**config.mk**
```make
export PLATFORM = sky130hd
export DESIGN_NAME = decade_clk_divider
export DESIGN_NICKNAME = d
export VERILOG_FILES = /design/src/rtl/ddiv_pkg.sv /design/src/rtl/ddiv_stage.sv /design/src/rtl/ddiv_retime.sv /design/src/rtl/decade_clk_divider.sv
export SDC_FILE = /design/constraint.sdc
export NUM_CORES = 1
export LEC_CHECK = 0
export BUFFER_PORTS_ARGS = -buffer_cell sky130_fd_sc_hd__buf_2
export CORE_UTILIZATION = 50
export DETAILED_ROUTE_END_ITERATION = 8
export PLACE_DENSITY = 0.66
export SLEW_MARGIN = 20
export SYNTH_ARGS = -nofsm -noshare
export SYNTH_HDL_FRONTEND = slang
export SYNTH_SLANG_ARGS = --single-unit
export TNS_END_PERCENT = 20
```
**constraint.sdc**
```tcl
create_clock -name clk_i -period 6.3 [get_ports clk_i]
set_clock_uncertainty 0.15 [all_clocks]
set_input_delay 1.26 -clock clk_i [delete_from_list [all_inputs] [get_ports clk_i]]
set_output_delay 1.26 -clock clk_i [all_outputs]
set_load 0.1 [all_outputs]
```
**src/rtl/ddiv_pkg.sv**
```systemverilog
`timescale 1ns/1ps
package ddiv_pkg;

  // Next count of a modulo-radix counter.
  function automatic int unsigned wrap_inc(int unsigned cnt, int unsigned radix);
    return (cnt + 1 >= radix) ? 0 : cnt + 1;
  endfunction

  // Square-wave level of a count: low for the first half, high for the second.
  function automatic logic upper_half(int unsigned cnt, int unsigned radix);
    return (cnt >= radix / 2) ? 1'b1 : 1'b0;
  endfunction

endpackage

```
**src/rtl/ddiv_stage.sv**
```systemverilog
`timescale 1ns/1ps
module ddiv_stage #(
  parameter int unsigned RADIX = 10
) (
  input  logic clk_i,
  input  logic rst_i,
  input  logic en_i,
  output logic level_o,
  output logic carry_o
);
  localparam int unsigned CW = (RADIX > 1) ? $clog2(RADIX) : 1;

  logic [CW-1:0] cnt_q;
  logic          at_top;

  assign at_top  = (32'(cnt_q) == RADIX - 1);
  assign carry_o = en_i && at_top;
  assign level_o = ddiv_pkg::upper_half(32'(cnt_q), RADIX);

  always_ff @(posedge clk_i) begin
    if (rst_i)     cnt_q <= '0;
    else if (en_i) cnt_q <= CW'(ddiv_pkg::wrap_inc(32'(cnt_q), RADIX));
  end


  cnt_hold_chk: assert property (@(posedge clk_i) disable iff (rst_i)
    !en_i |=> $stable(cnt_q));

  carry_wrap_chk: assert property (@(posedge clk_i) disable iff (rst_i)
    carry_o |=> (cnt_q == '0));
endmodule

```
**src/rtl/ddiv_retime.sv**
```systemverilog
`timescale 1ns/1ps
module ddiv_retime (
  input  logic clk_i,
  input  logic rst_i,
  input  logic load_i,
  input  logic d_i,
  output logic q_o
);
  logic stage_a_q;
  logic stage_b_q;

  always_ff @(posedge clk_i) begin
    if (rst_i) begin
      stage_a_q <= 1'b0;
      stage_b_q <= 1'b0;
    end else begin
      if (load_i) stage_a_q <= d_i;
      stage_b_q <= stage_a_q;
    end
  end

  assign q_o = stage_b_q;


  stage_a_hold_chk: assert property (@(posedge clk_i) disable iff (rst_i)
    !load_i |=> $stable(stage_a_q));

  stage_b_follow_chk: assert property (@(posedge clk_i) disable iff (rst_i)
    !$past(rst_i) |-> (stage_b_q == $past(stage_a_q)));
endmodule

```
**src/rtl/decade_clk_divider.sv**
```systemverilog
`timescale 1ns/1ps
module decade_clk_divider #(
  parameter int unsigned RADIX    = 10,
  parameter int unsigned N_STAGES = 6,
  parameter int unsigned SEL_W    = 3
) (
  input  logic             clk_i,
  input  logic             rst_i,
  input  logic [SEL_W-1:0] sel_i,
  output logic             clk_pass_o,
  output logic             half_o,
  output logic             ref_div_o,
  output logic             slow_o
);
  // Event wires brought out for the checks below.
  logic                half_q;
  logic                ref_lvl;
  logic                ref_tick;
  logic                ref_tick_d;
  logic [N_STAGES:0]   chain_en;
  logic [N_STAGES-1:0] slow_lvl;
  logic                roll;
  logic [SEL_W-1:0]    sel_q;
  logic                mux_lvl;

  assign clk_pass_o = clk_i;

  // Half-rate toggle.
  always_ff @(posedge clk_i) begin
    if (rst_i) half_q <= 1'b0;
    else       half_q <= ~half_q;
  end

  // Reference divided by RADIX, advancing every clock.
  ddiv_stage #(.RADIX(RADIX)) u_ref_div (
    .clk_i   (clk_i),
    .rst_i   (rst_i),
    .en_i    (1'b1),
    .level_o (ref_lvl),
    .carry_o (ref_tick)
  );

  // Decade chain, each stage enabled by the carry of the one above.
  assign chain_en[0] = ref_tick;
  for (genvar g = 0; g < N_STAGES; g++) begin : g_decade
    ddiv_stage #(.RADIX(RADIX)) u_dec (
      .clk_i   (clk_i),
      .rst_i   (rst_i),
      .en_i    (chain_en[g]),
      .level_o (slow_lvl[g]),
      .carry_o (chain_en[g+1])
    );
  end
  assign roll = chain_en[N_STAGES];

  // Select code is taken at reset and at the slowest wrap only.
  always_ff @(posedge clk_i) begin
    if (rst_i || roll) sel_q <= sel_i;
  end

  always_comb begin
    mux_lvl = 1'b0;
    for (int k = 0; k < int'(N_STAGES); k++) begin
      if (int'(sel_q) == k) mux_lvl = slow_lvl[k];
    end
  end

  // Load strobe one clock after the divided-reference carry.
  always_ff @(posedge clk_i) begin
    if (rst_i) ref_tick_d <= 1'b0;
    else       ref_tick_d <= ref_tick;
  end

  ddiv_retime u_rt_half (
    .clk_i (clk_i), .rst_i (rst_i), .load_i (1'b1), .d_i (half_q), .q_o (half_o)
  );
  ddiv_retime u_rt_ref (
    .clk_i (clk_i), .rst_i (rst_i), .load_i (1'b1), .d_i (ref_lvl), .q_o (ref_div_o)
  );
  ddiv_retime u_rt_slow (
    .clk_i (clk_i), .rst_i (rst_i), .load_i (ref_tick_d), .d_i (mux_lvl), .q_o (slow_o)
  );


  slow_edge_on_ref_fall_chk: assert property (@(posedge clk_i) disable iff (rst_i)
    (slow_o != $past(slow_o)) |-> $fell(ref_div_o));

  sel_hold_chk: assert property (@(posedge clk_i) disable iff (rst_i)
    !roll |=> $stable(sel_q));

  bad_code_low_chk: assert property (@(posedge clk_i) disable iff (rst_i)
    (int'($past(sel_q, 2)) >= int'(N_STAGES)) |-> !slow_o);

  half_toggle_chk: assert property (@(posedge clk_i) disable iff (rst_i)
    (!$past(rst_i, 1) && !$past(rst_i, 2) && !$past(rst_i, 3)) |-> (half_o != $past(half_o)));

  reset_low_chk: assert property (@(posedge clk_i)
    rst_i |=> (!half_o && !ref_div_o && !slow_o));
endmodule

```
==> reports/summary.txt, run 1 <==
run status = finished clean
final max-slew violation count = 0
arrival time of the worst setup path = 3.65 ns
I/O pin count = 9
global route overflow = 0
Worst setup EP type = output pin
reported net switching power = 168.9 uW
number of nets in the finished design = 339
Rows = 25
global-route wire length before repair = 8721 um
Logic pwr share = 5.1%
cell at the slowest stage of the critical path = buf_2
area share of the largest cell type after synthesis = 27.55%
via count of the first global-routing pass = 1927
DR iter-0 viols = 96
worst endpoint required time = 4.89 ns
critical path type = clk -> out
antenna violations before repair = 0
Setup Total Neg Slack = 0 ns
summed instance area of the synthesized netlist = 2616 um2
most used cell along the critical path = clkbuf_8
placed cell count = 364
internal power contribution = 400.3 uW
total iterations of the first detailed-routing run = 4
post-CTS resize count = 0
Post-synth EDFFs = 3
async set-reset flop share out of synthesis = 0%
static leakage = 0.001124 uW
Power Total = 569.2 uW
weighted congestion reported at the end of routability-driven placement = 0.8634
instance count of the mapped netlist = 306
buffers inserted during post-CTS setup optimization = 0
syn_nets = 338
number of vias per cell = 5.717
clock tree from TritonCTS = done
Ys Warns = 0
CP Cell Sequence = clkbuf_8 > clkbuf_8 > buf_2
number of antenna repair diodes = 0
number of input and output port buffers inserted = 8
dominant cells by area after synthesis = dfxtp_1 (28%), ha_1 (13%), nor2_1 (3.6%), edfxtp_1 (3.4%), a21oi_1 (3.3%)
number of endpoints with negative hold slack in the final report = 0
Worst-Skew Late Latency = 0.39 ns
metal2 WL = 2366 um
CP top delay family = buffers and inverters
fraction of power spent switching nets = 29.67%
Final Instance Area = 2775 um2
DR top layer = met4
distinct cell type count after synthesis = 60
leading register cell type out of synthesis = dfxtp_1
Slowest Stage Delay on Critical Path = 0.28 ns
pin count of the biggest net entering global routing = 33
Relative slew margins = 42.24%
vias = 2144
number of register bits inferred by synthesis = 39
setup repair after global routing missed its margin = false
Starting Density = 53.62%
placeable core region = 4880 um2
Startpoint Class = clock port
fraction of layout instances using a drive strength above 1 = 9.740%
critical path fanouts, max = 2
average size of a mapped cell = 8.550 um2
total wire length after detailed routing = 5131 um
share of the yosys chip area belonging to registers = 30.99%
hold-fix buffers at CTS = 0
Power per Cell Area = 205.1 nW/um2
horizontal die dimension = 74.34 um
cell type with the largest total area after synthesis = dfxtp_1
routed wl met3 = 95 um
worst-margin pin slew = 0.8584 ns
total of max-cap violations = 0
worst vdd ir = 0.2791 mV
Final HPWL DP = 3605 um
area after detailed placement = 2643 um2
overall track demand over capacity in global routing = 20.43%
wire length the detailed router placed on met1 = 2640 um
area growth from synthesis to layout = 6.074%
clock-pin slew reported for the worst setup and hold paths after clock tree synthesis = 0.08 ns
type of the worst min-delay path = reg -> reg
Clk network pwr share = 48.7%
number of failing setup endpoints in the final timing report = 0
die area = 5526 um2
Post-DRT Antenna Nets = 0
post-detailed-route DRC marker count = 0
final instance count without filler cells = 375
Die Y = 74.34 um
count of buffer and inverter cells on the critical path = 3
Min Hold Slack = 0.2611 ns
mean routed wirelength per cell = 13.68 um
Sequential Power Share = 46.2%
path summary, 6_finish.rpt:
kind | from | endpoint | slack, ns | depth (start not counted)
max | clk_i | clk_pass_o | 1.24 | 3
max reg2reg | u_ref_div.cnt_q[0] | sel_q[0] | 3.86 | 5
min reg2reg | half_q | half_q | 0.26 | 1
min | half_q | half_q | 0.26 | 1
cell usage after synthesis (2+ instances only):
library cell,count
nor2b_1,6
nor2_1,25
or3_1,2
nand3b_4,3
a31oi_1,4
or2_2,2
inv_1,20
nand3b_1,5
a21oi_1,17
nand2b_1,11
a211oi_1,3
nand2_1,16
buf_2,2
o32ai_1,4
xor2_1,2
nor3_1,9
a22oi_1,2
nor4b_1,3
nand4_1,11
a32o_1,3
o22ai_1,3
and3b_1,2
nor4_1,2
nand3_1,11
buf_6,3
clkbuf_1,9
a21boi_0,3
o31ai_1,3
buf_4,2
xnor2_1,2
dfxtp_1,36
and2_1,4
o41ai_1,4
ha_1,27
o21ai_0,15
o31a_1,2
edfxtp_1,3
o2111ai_1,3
layout make-up:
cell class              instances  area [um2]
repair buffers                  7       35.03
fillers                       473        2105
well taps                      67       83.83
flip-flops and latches         39       810.8
multi-input cells             229        1629
clock inverters                 1       5.005
inverters                      21       78.83
clock buffers                  11       132.6
stage by stage:
stage	utilization, %	setup WS, ns
2_1_floorplan	-	1.528
3_3_place_gp	54.15	1.470
5_1_grt	56.87	1.230
3_5_place_dp	54.15	1.470
6_report	56.87	1.235
4_1_cts	56.87	1.228
power by group through the flow:
stage,sequential [uW],clock [uW],combinational (uW)
detailed placement,269,55.9,29.2
floorplan,268,59.9,22.5
global route,264,295,33.0
finish,263,277,28.9
global placement,268,55.9,28.8
CTS,263,283,29.4
sequential cells by signal (all words and copies together) (netlist names):
| name | flops |
|---|---|
| g_decade.u_dec.cnt_q | 24 |
| u_ref_div.cnt_q | 4 |
| sel_q | 3 |
| half_q | 1 |
| ref_tick_d | 1 |
| u_rt_half.q_o | 1 |
| u_rt_half.stage_a_q | 1 |
| u_rt_ref.q_o | 1 |
| u_rt_ref.stage_a_q | 1 |
| u_rt_slow.q_o | 1 |
| u_rt_slow.stage_a_q | 1 |
layout by cell type, fill, tap and decap left out, types with 2 or more instances in the layout:
master	n
dfxtp_1	36
ha_1	27
nor2_1	25
inv_1	20
a21oi_1	17
nand2_1	16
o21ai_0	15
nand2b_1	11
nand3_1	11
nand4_1	11
nor3_1	9
clkbuf_8	9
buf_2	8
nor2b_1	6
nand3b_1	5
and2_1	4
a31oi_1	4
o32ai_1	4
o41ai_1	4
nand3b_4	3
o31ai_1	3
o22ai_1	3
a32o_1	3
o2111ai_1	3
nor4b_1	3
a21boi_0	3
a211oi_1	3
edfxtp_1	3
and3b_1	2
or3_1	2
xnor2_1	2
nor4_1	2
xor2_1	2
o31a_1	2
a22oi_1	2
or2_2	2
worst register-to-register path, stage by stage, from the launching register on:
cell      delay [ns]
dfxtp_1         0.46
ha_1            0.28
nand3b_4        0.15
nor4_4          0.53
nand2_1         0.10
o31ai_1         0.42
logic make-up after synthesis:
family / count (synthesis) / synth area share, %
buffers and inverters: 38 / 6.742
XOR/XNOR: 4 / 1.339
adder cells (fa/ha/maj): 27 / 12.91
AND/OR/NAND/NOR: 120 / 27.55
AO/OA/AOI/OAI: 78 / 20.47
flip-flops: 39 / 30.99
routing by layer:
| metal | GRT usage [%] | up-vias |
|---|---|---|
| li1 | - | 1124 |
| met1 | 27.06 | 1002 |
| met2 | 33.54 | 16 |
| met3 | 4.472 | 2 |
| met4 | 5.870 | 0 |
| met5 | 0 | - |
(Power assumes the default switching activity.)
==> run 2: changes to the inputs <==
--- a/config.mk
+++ b/config.mk
@@ -8,7 +8,7 @@
 export BUFFER_PORTS_ARGS = -buffer_cell sky130_fd_sc_hd__buf_2
 export CORE_UTILIZATION = 50
 export DETAILED_ROUTE_END_ITERATION = 8
-export PLACE_DENSITY = 0.66
+export PLACE_DENSITY = 0.69
 export SLEW_MARGIN = 20
 export SYNTH_ARGS = -nofsm -noshare
 export SYNTH_HDL_FRONTEND = slang
==> constraint.sdc (replaced) <==
create_clock -name clk_i -period 4.1 [get_ports clk_i]
set_clock_uncertainty 0.15 [all_clocks]
set_input_delay 0.82 -clock clk_i [delete_from_list [all_inputs] [get_ports clk_i]]
set_output_delay 0.82 -clock clk_i [all_outputs]
set_load 0.1 [all_outputs]
==> reports/summary.txt, run 2 (same netlist as run 1, synthesis figures left out) <==
Die Y = 74.34 um
global route overflow = 0
buffers inserted during post-CTS setup optimization = 0
number of antenna repair diodes = 0
Power per Cell Area = 352.4 nW/um2
horizontal die dimension = 74.34 um
leading cell type in the layout, fill and taps excluded = dfxtp_1
antenna violations before repair = 0
clock-pin slew reported for the worst setup and hold paths after clock tree synthesis = 0.08 ns
static leakage = 0.001145 uW
global-route wire length before repair = 8321 um
Relative slew margins = 46.88%
area after detailed placement = 2650 um2
setup repair after global routing missed its margin = false
clock tree from TritonCTS = done
worst endpoint required time = 3.13 ns
arrival time of the worst setup path = 2.55 ns
number of flip-flops under the largest register name = 24
number of endpoints with negative hold slack in the final report = 0
Post-DRT Antenna Nets = 0
GR Layer Usage met2 = 28.99%
final instance count without filler cells = 376
area growth from synthesis to layout = 8.082%
overall track demand over capacity in global routing = 19.61%
Rows = 25
post-detailed-route DRC marker count = 0
critical path type = clk -> out
routing usage on met3 = 4.878%
Setup Total Neg Slack = 0 ns
run status = finished clean
Min Hold Slack = 0.2565 ns
most utilized layer in the global route result = met2
Final HPWL DP = 3460 um
Worst-Skew Late Latency = 0.40 ns
minimum setup slack among reg-to-reg paths = 1.70 ns
placed cell count = 365
pin count of the biggest net entering global routing = 33
total wire length after detailed routing = 5014 um
weighted congestion reported at the end of routability-driven placement = 0.8438
I/O pin count = 9
type of the worst min-delay path = reg -> reg
hold-fix buffers at CTS = 0
vias = 2172
largest registers ranked by flip-flop count = g_decade.u_dec.cnt_q (24), u_ref_div.cnt_q (4), sel_q (3)
number of nets in the finished design = 340
via count of the first global-routing pass = 1890
total iterations of the first detailed-routing run = 4
mean routed wirelength per cell = 13.34 um
critical path fanouts, max = 2
Startpoint Class = clock port
DR iter-0 viols = 166
fraction of layout instances using a drive strength above 1 = 10.36%
Worst setup EP type = output pin
Most flops, register = g_decade.u_dec.cnt_q
met1 routing resource usage after global routing = 27.64%
final max-slew violation count = 0
die area = 5526 um2
post-CTS resize count = 0
total of max-cap violations = 0
number of vias per cell = 5.777
number of input and output port buffers inserted = 8
worst-margin pin slew = 0.7895 ns
placeable core region = 4880 um2
worst vdd ir = 0.4889 mV
Starting Density = 53.62%
highest-count cells in the layout ignoring fill and taps = dfxtp_1 (36), ha_1 (27), nor2_1 (25)
Final Instance Area = 2828 um2
number of failing setup endpoints in the final timing report = 0
-- run 2: stage by stage --
stage | total power (uW) | utilization (%) | worst slack, ns
finish | 996.6 | 57.95 | 0.5752
global route | 1033 | 57.95 | 0.5701
CTS | 1008 | 57.95 | 0.5676
detailed placement | 544.0 | 54.31 | 0.8101
global placement | 543.6 | 54.31 | 0.8101
floorplan | 538.3 | - | 0.8685
-- run 2: report_power, final --
part | internal (uW) | switching, uW | total [uW]
Clock | 311 | 236 | 547
Sequential | 392 | 11.3 | 404
Combinational | 19.1 | 26.5 | 45.6
-- run 2: final cells by class --
class,count,area (um2)
inverter,21,78.83
sequential,39,810.8
clock buffer,9,115.1
tap,67,83.83
fill,448,2052
multi-input combinational,229,1629
timing repair buffer,8,42.54
clock inverter,3,67.56
-- run 2: per-layer routing --
metal  wire, um  part of all wire [%]  up-vias
li1           -                     -     1125
met1       2567                    51      993
met3        217                   4.3        4
met4         51                   1.0        0
met2       2177                    43       50
met5          0                     0        -
-- run 2: path summary, 6_finish.rpt --
check | startpoint | to | cells after the start
setup / recovery | clk_i | clk_pass_o | 3
hold reg to reg | half_q | half_q | 1
setup reg to reg | u_ref_div.cnt_q[0] | sel_q[1] | 5
hold / removal | half_q | half_q | 1
-- run 2: worst max-delay path: stages --
cell,delay [ns]
clkbuf_8,0.11
clkbuf_8,0.12
buf_2,0.28
